--- src/rtl/int_alu_pkg.sv ---
package int_alu_pkg;

    localparam int INSN_W = 32;
    localparam int OPC_LSB = 26;
    localparam int SHF_LSB = 6;
    localparam int SHF_W = 5;
    localparam int FN_W = 6;

    typedef enum logic [FN_W-1:0] {
        FN_ADD  = 6'h20, FN_ADDU = 6'h21, FN_SUB  = 6'h22, FN_SUBU = 6'h23,
        FN_AND  = 6'h24, FN_OR   = 6'h25, FN_XOR  = 6'h26, FN_NOR  = 6'h27,
        FN_SLT  = 6'h2A, FN_SLTU = 6'h2B,
        FN_TGE  = 6'h30, FN_TGEU = 6'h31, FN_TLT  = 6'h32, FN_TLTU = 6'h33,
        FN_TEQ  = 6'h34, FN_RSV5 = 6'h35, FN_TNE  = 6'h36, FN_RSV7 = 6'h37
    } fn_e;

    typedef enum logic [2:0] {
        CL_NONE, CL_ARITH, CL_LOGIC, CL_SLT, CL_TRAP, CL_RSVD
    } cls_e;

    typedef enum logic [1:0] { LG_AND, LG_OR, LG_XOR, LG_NOR } lop_e;

    typedef enum logic [1:0] { TC_GE, TC_LT, TC_EQ, TC_NE } tcond_e;

    typedef struct packed {
        cls_e   cls;
        logic   is_sub;
        logic   chk_ovf;
        logic   uns;
        lop_e   lop;
        tcond_e tcond;
    } dec_t;

    localparam dec_t DEC_IDLE = '{cls: CL_NONE, is_sub: 1'b0, chk_ovf: 1'b0,
                                  uns: 1'b0, lop: LG_AND, tcond: TC_GE};

    function automatic logic needs_zero_shift(input logic [FN_W-1:0] fn);
        return (fn[5:3] == 3'b100) || (fn == FN_SLT) || (fn == FN_SLTU);
    endfunction

endpackage

--- src/rtl/int_alu_decode.sv ---
module int_alu_decode
    import int_alu_pkg::*;
(
    input  logic [INSN_W-OPC_LSB-1:0] opc,
    input  logic [SHF_W-1:0]          shf,
    input  logic [FN_W-1:0]           fn,
    output dec_t                      dec
);
    always_comb begin
        dec = DEC_IDLE;
        if (opc == '0) begin
            if (needs_zero_shift(fn) && shf != '0) begin
                dec.cls = CL_RSVD;
            end else begin
                unique case (fn)
                    FN_ADD, FN_ADDU, FN_SUB, FN_SUBU: begin
                        dec.cls     = CL_ARITH;
                        dec.is_sub  = fn[1];
                        dec.chk_ovf = ~fn[0];
                    end
                    FN_AND, FN_OR, FN_XOR, FN_NOR: begin
                        dec.cls = CL_LOGIC;
                        dec.lop = lop_e'(fn[1:0]);
                    end
                    FN_SLT, FN_SLTU: begin
                        dec.cls    = CL_SLT;
                        dec.is_sub = 1'b1;
                        dec.uns    = fn[0];
                    end
                    FN_TGE, FN_TGEU, FN_TLT, FN_TLTU: begin
                        dec.cls    = CL_TRAP;
                        dec.is_sub = 1'b1;
                        dec.uns    = fn[0];
                        dec.tcond  = fn[1] ? TC_LT : TC_GE;
                    end
                    FN_TEQ, FN_TNE: begin
                        dec.cls   = CL_TRAP;
                        dec.tcond = fn[1] ? TC_NE : TC_EQ;
                    end
                    FN_RSV5, FN_RSV7: dec.cls = CL_RSVD;
                    default:          dec.cls = CL_NONE;
                endcase
            end
        end
    end
endmodule

--- src/rtl/int_alu_addsub.sv ---
module int_alu_addsub #(
    parameter int XLEN = 32
) (
    input  logic [XLEN-1:0] a,
    input  logic [XLEN-1:0] b,
    input  logic            is_sub,
    output logic [XLEN-1:0] sum,
    output logic            ovf,
    output logic            lt_s,
    output logic            lt_u,
    output logic            eq
);
    localparam int EW = XLEN + 1;

    logic [EW-1:0] a_sx, b_sx, b_eff, ext;
    logic [EW-1:0] a_zx, b_zx, diff_u;

    always_comb begin
        a_sx  = {a[XLEN-1], a};
        b_sx  = {b[XLEN-1], b};
        b_eff = is_sub ? ~b_sx : b_sx;
        ext   = a_sx + b_eff + EW'(is_sub);
        sum   = ext[XLEN-1:0];
        ovf   = ext[XLEN] ^ ext[XLEN-1];
        lt_s  = ext[XLEN];
        a_zx  = {1'b0, a};
        b_zx  = {1'b0, b};
        diff_u = a_zx - b_zx;
        lt_u  = diff_u[XLEN];
        eq    = (a == b);
    end
endmodule

--- src/rtl/int_alu_logic.sv ---
module int_alu_logic
    import int_alu_pkg::*;
#(
    parameter int XLEN = 32
) (
    input  logic [XLEN-1:0] a,
    input  logic [XLEN-1:0] b,
    input  lop_e            lop,
    output logic [XLEN-1:0] y
);
    for (genvar i = 0; i < XLEN; i++) begin : g_bit
        always_comb begin
            unique case (lop)
                LG_AND:  y[i] = a[i] & b[i];
                LG_OR:   y[i] = a[i] | b[i];
                LG_XOR:  y[i] = a[i] ^ b[i];
                default: y[i] = ~(a[i] | b[i]);
            endcase
        end
    end
endmodule

--- src/rtl/int_alu.sv ---
module int_alu
    import int_alu_pkg::*;
#(
    parameter int XLEN = 32
) (
    input  logic              clk,
    input  logic              rst,
    input  logic [INSN_W-1:0] insn,
    input  logic [XLEN-1:0]   src_a,
    input  logic [XLEN-1:0]   src_b,
    output logic [XLEN-1:0]   result,
    output logic              wr_en,
    output logic              ovf,
    output logic              trap,
    output logic              resv
);
    typedef struct packed {
        logic [XLEN-1:0] res;
        logic            wr;
        logic            ovf;
        logic            trap;
        logic            resv;
    } out_t;

    dec_t            dec;
    logic [XLEN-1:0] sum, lg_y;
    logic            as_ovf, lt_s, lt_u, eq, lt_sel;
    out_t            nxt, cur;
    logic            unused_insn_bits;

    assign unused_insn_bits = ^insn[OPC_LSB-1:SHF_LSB+SHF_W];

    int_alu_decode u_dec (
        .opc (insn[INSN_W-1:OPC_LSB]),
        .shf (insn[SHF_LSB+SHF_W-1:SHF_LSB]),
        .fn  (insn[FN_W-1:0]),
        .dec (dec)
    );

    int_alu_addsub #(.XLEN(XLEN)) u_as (
        .a(src_a), .b(src_b), .is_sub(dec.is_sub),
        .sum(sum), .ovf(as_ovf), .lt_s(lt_s), .lt_u(lt_u), .eq(eq)
    );

    int_alu_logic #(.XLEN(XLEN)) u_lg (
        .a(src_a), .b(src_b), .lop(dec.lop), .y(lg_y)
    );

    assign lt_sel = dec.uns ? lt_u : lt_s;

    always_comb begin
        nxt = '0;
        unique case (dec.cls)
            CL_ARITH: begin
                if (dec.chk_ovf && as_ovf) nxt.ovf = 1'b1;
                else begin
                    nxt.wr  = 1'b1;
                    nxt.res = sum;
                end
            end
            CL_LOGIC: begin
                nxt.wr  = 1'b1;
                nxt.res = lg_y;
            end
            CL_SLT: begin
                nxt.wr  = 1'b1;
                nxt.res = XLEN'(lt_sel);
            end
            CL_TRAP: begin
                unique case (dec.tcond)
                    TC_GE:   nxt.trap = ~lt_sel;
                    TC_LT:   nxt.trap = lt_sel;
                    TC_EQ:   nxt.trap = eq;
                    default: nxt.trap = ~eq;
                endcase
            end
            CL_RSVD: nxt.resv = 1'b1;
            default: nxt = '0;
        endcase
    end

    always_ff @(posedge clk) begin
        if (rst) cur <= '0;
        else     cur <= nxt;
    end

    assign result = cur.res;
    assign wr_en  = cur.wr;
    assign ovf    = cur.ovf;
    assign trap   = cur.trap;
    assign resv   = cur.resv;

    // overflow suppresses the write
    p_ovf_blocks_write_r2: assert property (@(posedge clk) disable iff (rst)
        ovf |-> (!wr_en && result == '0));

    // wrapping codes never flag overflow
    p_no_overflow_r3: assert property (@(posedge clk) disable iff (rst)
        ($past(insn[INSN_W-1:OPC_LSB]) == '0 &&
         ($past(insn[FN_W-1:0]) == FN_ADDU || $past(insn[FN_W-1:0]) == FN_SUBU))
        |-> !ovf);

    // trap codes never write
    p_trap_no_write_r5: assert property (@(posedge clk) disable iff (rst)
        ($past(insn[INSN_W-1:OPC_LSB]) == '0 && $past(insn[FN_W-1:4]) == 2'b11)
        |-> !wr_en);

    // reserved flag stands alone
    p_resv_alone_r7: assert property (@(posedge clk) disable iff (rst)
        resv |-> (!wr_en && !ovf && !trap && result == '0));

    // foreign major opcode is silent
    p_foreign_silent_r8: assert property (@(posedge clk) disable iff (rst)
        ($past(insn[INSN_W-1:OPC_LSB]) != '0) |-> !(wr_en || ovf || trap || resv));

    // at most one status output high
    p_status_onehot_r10: assert property (@(posedge clk) disable iff (rst)
        $onehot0({wr_en, ovf, trap, resv}));

endmodule

--- config.mk ---
export PLATFORM = sky130hd
export DESIGN_NAME = int_alu
export DESIGN_NICKNAME = d
export VERILOG_FILES = /design/src/rtl/int_alu_pkg.sv /design/src/rtl/int_alu_decode.sv /design/src/rtl/int_alu_addsub.sv /design/src/rtl/int_alu_logic.sv /design/src/rtl/int_alu.sv
export SDC_FILE = /design/constraint.sdc
export NUM_CORES = 1
export LEC_CHECK = 0
export CAP_MARGIN = 0
export CORE_MARGIN = 2
export CORE_UTILIZATION = 40
export CTS_BUF_LIST = sky130_fd_sc_hd__clkbuf_4 sky130_fd_sc_hd__clkbuf_8 sky130_fd_sc_hd__clkbuf_16
export CTS_CLUSTER_DIAMETER = 50
export CTS_CLUSTER_SIZE = 10
export DETAILED_ROUTE_END_ITERATION = 10
export PLACE_DENSITY = 0.68
export SETUP_SLACK_MARGIN = 0.3
export SLEW_MARGIN = 20
export SYNTH_ARGS = -nofsm -noshare
export SYNTH_HDL_FRONTEND = slang
export SYNTH_SLANG_ARGS = --single-unit
--- constraint.sdc ---
create_clock -name clk -period 4.5 [get_ports clk]
set_input_delay 0.45 -clock clk [delete_from_list [all_inputs] [get_ports clk]]
set_output_delay 0.45 -clock clk [all_outputs]
set_load 0.1 [all_outputs]
Word-level counts from Yosys, hierarchy flattened
Cells that the tools add are included.
{"block": "word_totals", "in_bits": 98, "elab_cells": 240, "output_inout_bits": 36, "n_memories": 0, "latchBits": 0, "regBits": 36, "ramBits": 0, "romBits": 0}
{"block": "classes", "n_div": 0, "n_reduce_logical": 18, "mul": 0, "muxes": 50, "bitwise": 135, "addsub": 3, "n_shift": 0, "n_eq_ne": 29, "magnitude_cmp": 0}
{"operator": "$eq 6x6->1 const B", "n": 18}
{"operator": "$pmux 1 s3", "n": 33}
{"operator": "$pmux 33 s3", "n": 1}
{"operator": "$mux 33", "n": 2}
{"operator": "$not 1->1", "n": 37}
{"operator": "$add 33x1->33", "n": 1}
{"operator": "$add 33x33->33", "n": 1}
{"operator": "$not 33->33", "n": 1}
{"operator": "$sub 32x32->33", "n": 1}
{"operator": "$xor 1x1->1", "n": 33}
{"operator": "$and 1x1->1", "n": 32}
{"operator": "$eq 32x32->1", "n": 1}
{"operator": "$or 1x1->1", "n": 32}
{"operator": "$pmux 3 s5", "n": 1}
{"operator": "$reduce_or 4->1", "n": 3}
{"operator": "$reduce_or 6->1", "n": 2}
{"operator": "$mux 10", "n": 1}
{"operator": "$reduce_or 2->1", "n": 5}
{"operator": "$eq 3x3->1 const B", "n": 3}
{"operator": "$mux 1", "n": 7}
{"operator": "$mux 7", "n": 1}
{"operator": "$eq 3x2->1 const B", "n": 2}
{"operator": "$logic_not 6->1", "n": 1}
{"operator": "$reduce_bool 5->1", "n": 1}
{"operator": "10 further kinds", "n": 15}

Depth between registers and ports, before layout
{"block": "depth", "word_depth": 13, "mapped_depth": 20, "ltp_nobuf": 17}

Cells and area by module
A second synthesis with hierarchy kept.
{"block": "unflattened", "cells_unflattened": 853, "area_unflattened_um2": 6615.1}
{"mod": "int_alu_addsub", "cells_each": 379, "area_each_um2": 2766.4, "n_inst": 1}
{"mod": "int_alu_logic", "cells_each": 306, "area_each_um2": 2242.2, "n_inst": 1}
{"mod": "int_alu", "cells_each": 131, "area_each_um2": 1337.5, "n_inst": 1}
{"mod": "int_alu_decode", "cells_each": 37, "area_each_um2": 269.0, "n_inst": 1}

Worst setup path after synthesis
No wires, ideal clock.
{"block": "synth_path", "path_kind": "input-to-reg", "from": "input port insn[4]", "to": "register cur (netlist bit result[19])", "setup_time_ns": 0.092, "n_path_buf": 3, "slack_ns": -0.002, "stages": 18, "t_arrival_ns": 4.410, "cell_sequence": "clkbuf_1 a211oi_1 nand2_1 nand2_1 nor3_1 clkbuf_1 xnor2_1 ha_1 nand2_2 or4_1 or2_4 a211oi_4 nor2_2 o21ai_4 xor2_2 a31o_4 buf_8 o32ai_1"}
{"block": "synth_via", "elab_chain_cells": 13, "word_cells_on_any_way": 49, "classes_between": "add/sub: 2; eq/ne: 24; mux: 11; bitwise: 1; reduce/logical: 11"}
{"item": "from (decl)", "line_no": "int_alu.sv:8", "text": "input logic [INSN_W-1:0] insn,"}
{"item": "parallel branches: the longest is 5 deep, another holds $mux 7"}
{"item": "$mux 10 *", "line_no": "int_alu_decode.sv:11", "text": "if (opc == '0) begin"}
{"item": "$mux 33", "line_no": "int_alu_addsub.sv:21", "text": "b_eff = is_sub ? ~b_sx : b_sx;"}
{"item": "$add 33x33->33", "line_no": "int_alu_addsub.sv:22", "text": "ext = a_sx + b_eff + EW'(is_sub);"}
{"item": "$add 33x1->33", "line_no": "int_alu_addsub.sv:22"}
{"item": "$xor 1x1->1", "line_no": "int_alu_addsub.sv:24", "text": "ovf = ext[XLEN] ^ ext[XLEN-1];"}
{"item": "$logic_and 1x1->1", "line_no": "int_alu.sv:55", "text": "if (dec.chk_ovf && as_ovf) nxt.ovf = 1'b1;"}
{"item": "$mux 33", "line_no": "int_alu.sv:55"}
{"item": "$pmux 33 s3 *", "line_no": "int_alu.sv:53", "text": "unique case (dec.cls)"}
{"item": "to (signal assigned)", "line_no": "int_alu.sv:84", "text": "else cur <= nxt;"}
{"item": "to (decl)", "line_no": "int_alu.sv:28", "text": "out_t nxt, cur;"}
Mark *: on every way between the ends.
A chain may end at the register's enable or synchronous reset.

Worst setup path in the final report
{"block": "layout_path", "from": "input port insn[4]", "to": "register cur (netlist bit result[30])"}
Same word-level chain as after synthesis.

==> reports/metrics.yaml <==
placement:
  gp_congestion: 0.941
  port_buffers: 118
  placed_area_um2: 8120
  hpwl_um: 14600
flow_run:
  drv_cap: 0
yosys:
  ys_warn_count: 0
  ys_ff_latch: 36
  synth_flop_cell: "dfxtp_1"
  ys_async_sr_fraction_pct: 0
  syn_area_per_cell_um2: 7.63
  synth_edf_count: 0
  yosysSeqAreaShare_pct: 11.9
  synth.distinct_cells: 71
  syn-cell-area_um2: 6080
  syn_nets: 1023
  netlist_instances: 796
timing:
  min_period_ps: 4130
  slew_viol_final: 0
  tightest_slew_ps: 981
  fmax_mhz: 242
  timing.hold.ws_ps: 633
  hold_viol_final: 0
  setup_viol_count_final: 0
  max-slew-margin-rel_pct: 34.4
  rsz0062_at_grt: "no"
  fin_crit_sh_pct: 91.9
route:
  wl_per_cell_um: 16.7
  antenna_left: 0
  wirelength_um: 20200
  drt-vias-per-instance: 5.57
  drc: 0
  drtIter0Drc: 490
  vias: 6728
  drtPass1Iterations: 5
cells_and_area:
  syn_to_final_growth_pct: 45.8
  layout_commonest_cell: "ha_1"
  multi_input_area_um2: 5140
  design_area_um2: 8860
  n_antenna_cell: 0
  regArea_um2: 721
  drive_gt1_share_pct: 21.5
  fill_cells: 1374
  layout_common_cells: "ha_1, buf_4, clkdlybuf4s50_1"
  nets: 1247
cts:
  cts_buffers: 5
  cts_hold_buf: 0
  cts_tree: "done"
  clock_sinks: 36
  cts_buffer_depth: 2
  htreeDepth: 2
  cts_root_buf: "clkbuf_16"
  clkTransAtPathRegs_ps: 60
critical_path:
  required_ps: 4660
  critPathMaxStageDelay_ps: 270
  path_depth: 29
  cp_slowest_cell: "a211oi_2"
  startpoint_type: "input port"
  cp_max_fo: 5
  cp.arrival_ps: 4300
  critical_path_buf_inv_count: 21
  critPathMostFrequentCell: "buf_4"
  cp-end-kind: "flip-flop"
  path_class: "input port to flip-flop"
  critical-path-top-delay-family: "buffers and inverters"
  crit_start: "insn[4]"
worst_hold_path:
  whs_path_depth: 3
  hold_path.class: "input port to flip-flop"
  min_from: "insn[2]"
power:
  total_power_mw: 1.41
  power_density_nw_per_um2: 160
  peakVddDrop_mv: 0.131
  p_leak_nw: 3.97
floorplanning:
  fp.coreArea_um2: 15000
  row_count: 45
  initial_utilization_pct: 40.4
  die_w_um: 127
  io_pins: 134
  die_h_um: 127
  die-area_um2: 16200
grt:
  grt_usage_pct: 24.5
  grt_pass1_wl_um: 32200
  grt.overflow.total: 0
  antenna_found_initial: 0
  grt_start_max_net_pins: 66
  grt_pass1_vias: 6542
run_status:
  status: "finished clean"
## worst paths after layout
kind	endpoint	slack, ps
setup / recovery	result[30]	370
hold / removal	trap	630
## metrics by stage
stage               instances  utilization, %  setup WS (ps)  setup TNS, ps
finish                   1208            58.9            366              0
global route             1208            58.9            242              0
CTS                      1202            57.3            303              0
detailed placement       1162            54.0          -91.2           -285
global placement         1162            54.0          -17.4          -17.4
floorplan                 796               -            388              0
## layer usage
metal  global-route usage [%]  up-vias  wire [µm]
met5                        0        -          0
met4                     7.76        0        477
met3                     4.61       43       1320
met2                     40.4      247       9210
met1                     32.3     3140       9220
li1                         -     3298          -
## state kept, by name (all words and copies together) (netlist names)
name,count
result,32
resv,1
trap,1
ovf,1
wr_en,1
## power breakdown
group | switching, mW | leakage [nW] | internal, mW
sequential | 0.000104 | 0.290 | 0.319
clock | 0.158 | 0.0701 | 0.208
combinational | 0.373 | 3.61 | 0.355
## logic make-up (layout without fill, tap and decap cells)
family / Yosys count / after routing / share of synthesized area, %
AO/OA/AOI/OAI: 243 / 243 / 28.0
XOR/XNOR: 58 / 58 / 8.48
adder cells (fa/ha/maj): 129 / 129 / 26.7
buffers and inverters: 123 / 347 / 8.15
flip-flops: 36 / 36 / 11.9
multiplexers: 3 / 3 / 0.515
AND/OR/NAND/NOR: 204 / 204 / 16.3
## cells in the mapped netlist, types with 3 or more instances
master | number | area, µm²
a21o_1 | 11 | 82.6
nand2b_1 | 5 | 31.3
o21bai_1 | 8 | 60.1
a21oi_1 | 53 | 265
o31ai_1 | 4 | 30.0
xnor2_1 | 45 | 394
dfxtp_1 | 36 | 721
ha_1 | 128 | 1600
inv_1 | 84 | 315
o21ai_0 | 43 | 215
nand3b_1 | 3 | 22.5
nor4_1 | 9 | 56.3
nand3_1 | 10 | 50.1
nand2_1 | 36 | 135
o221ai_1 | 20 | 175
o21a_1 | 5 | 37.5
nor2b_1 | 9 | 56.3
a211oi_1 | 9 | 67.6
and3_1 | 6 | 37.5
or3_1 | 15 | 93.8
a31oi_1 | 30 | 188
clkbuf_1 | 33 | 124
nor3_1 | 16 | 80.1
xor2_1 | 12 | 105
o211ai_1 | 5 | 37.5
o22ai_1 | 13 | 81.3
nand4_1 | 8 | 50.1
o32ai_1 | 4 | 35.0
a22o_1 | 3 | 26.3
o22ai_2 | 10 | 125
nor2_1 | 73 | 274
## repair_timing
item / 4_1_cts / 5_1_grt
endpoints found under the setup margin: 5 / 33
cloned: 2 / 0
buffers inserted: 31 / 6
resized for setup: 43 / 45
pin swaps: 28 / 28
## tightest hold or removal path: stages
cell      delay, ps
clkbuf_2         90
buf_4           170
o211a_1         180
## area by class of cell
cell class	instances	area share (%)
clock buffers	6	1.50
clock inverters	1	0.0565
inverters	84	3.56
multi-input cells	637	58.0
flip-flops and latches	36	8.13
well taps	188	2.65
repair buffers	256	26.1
(Power assumes the default switching activity.)
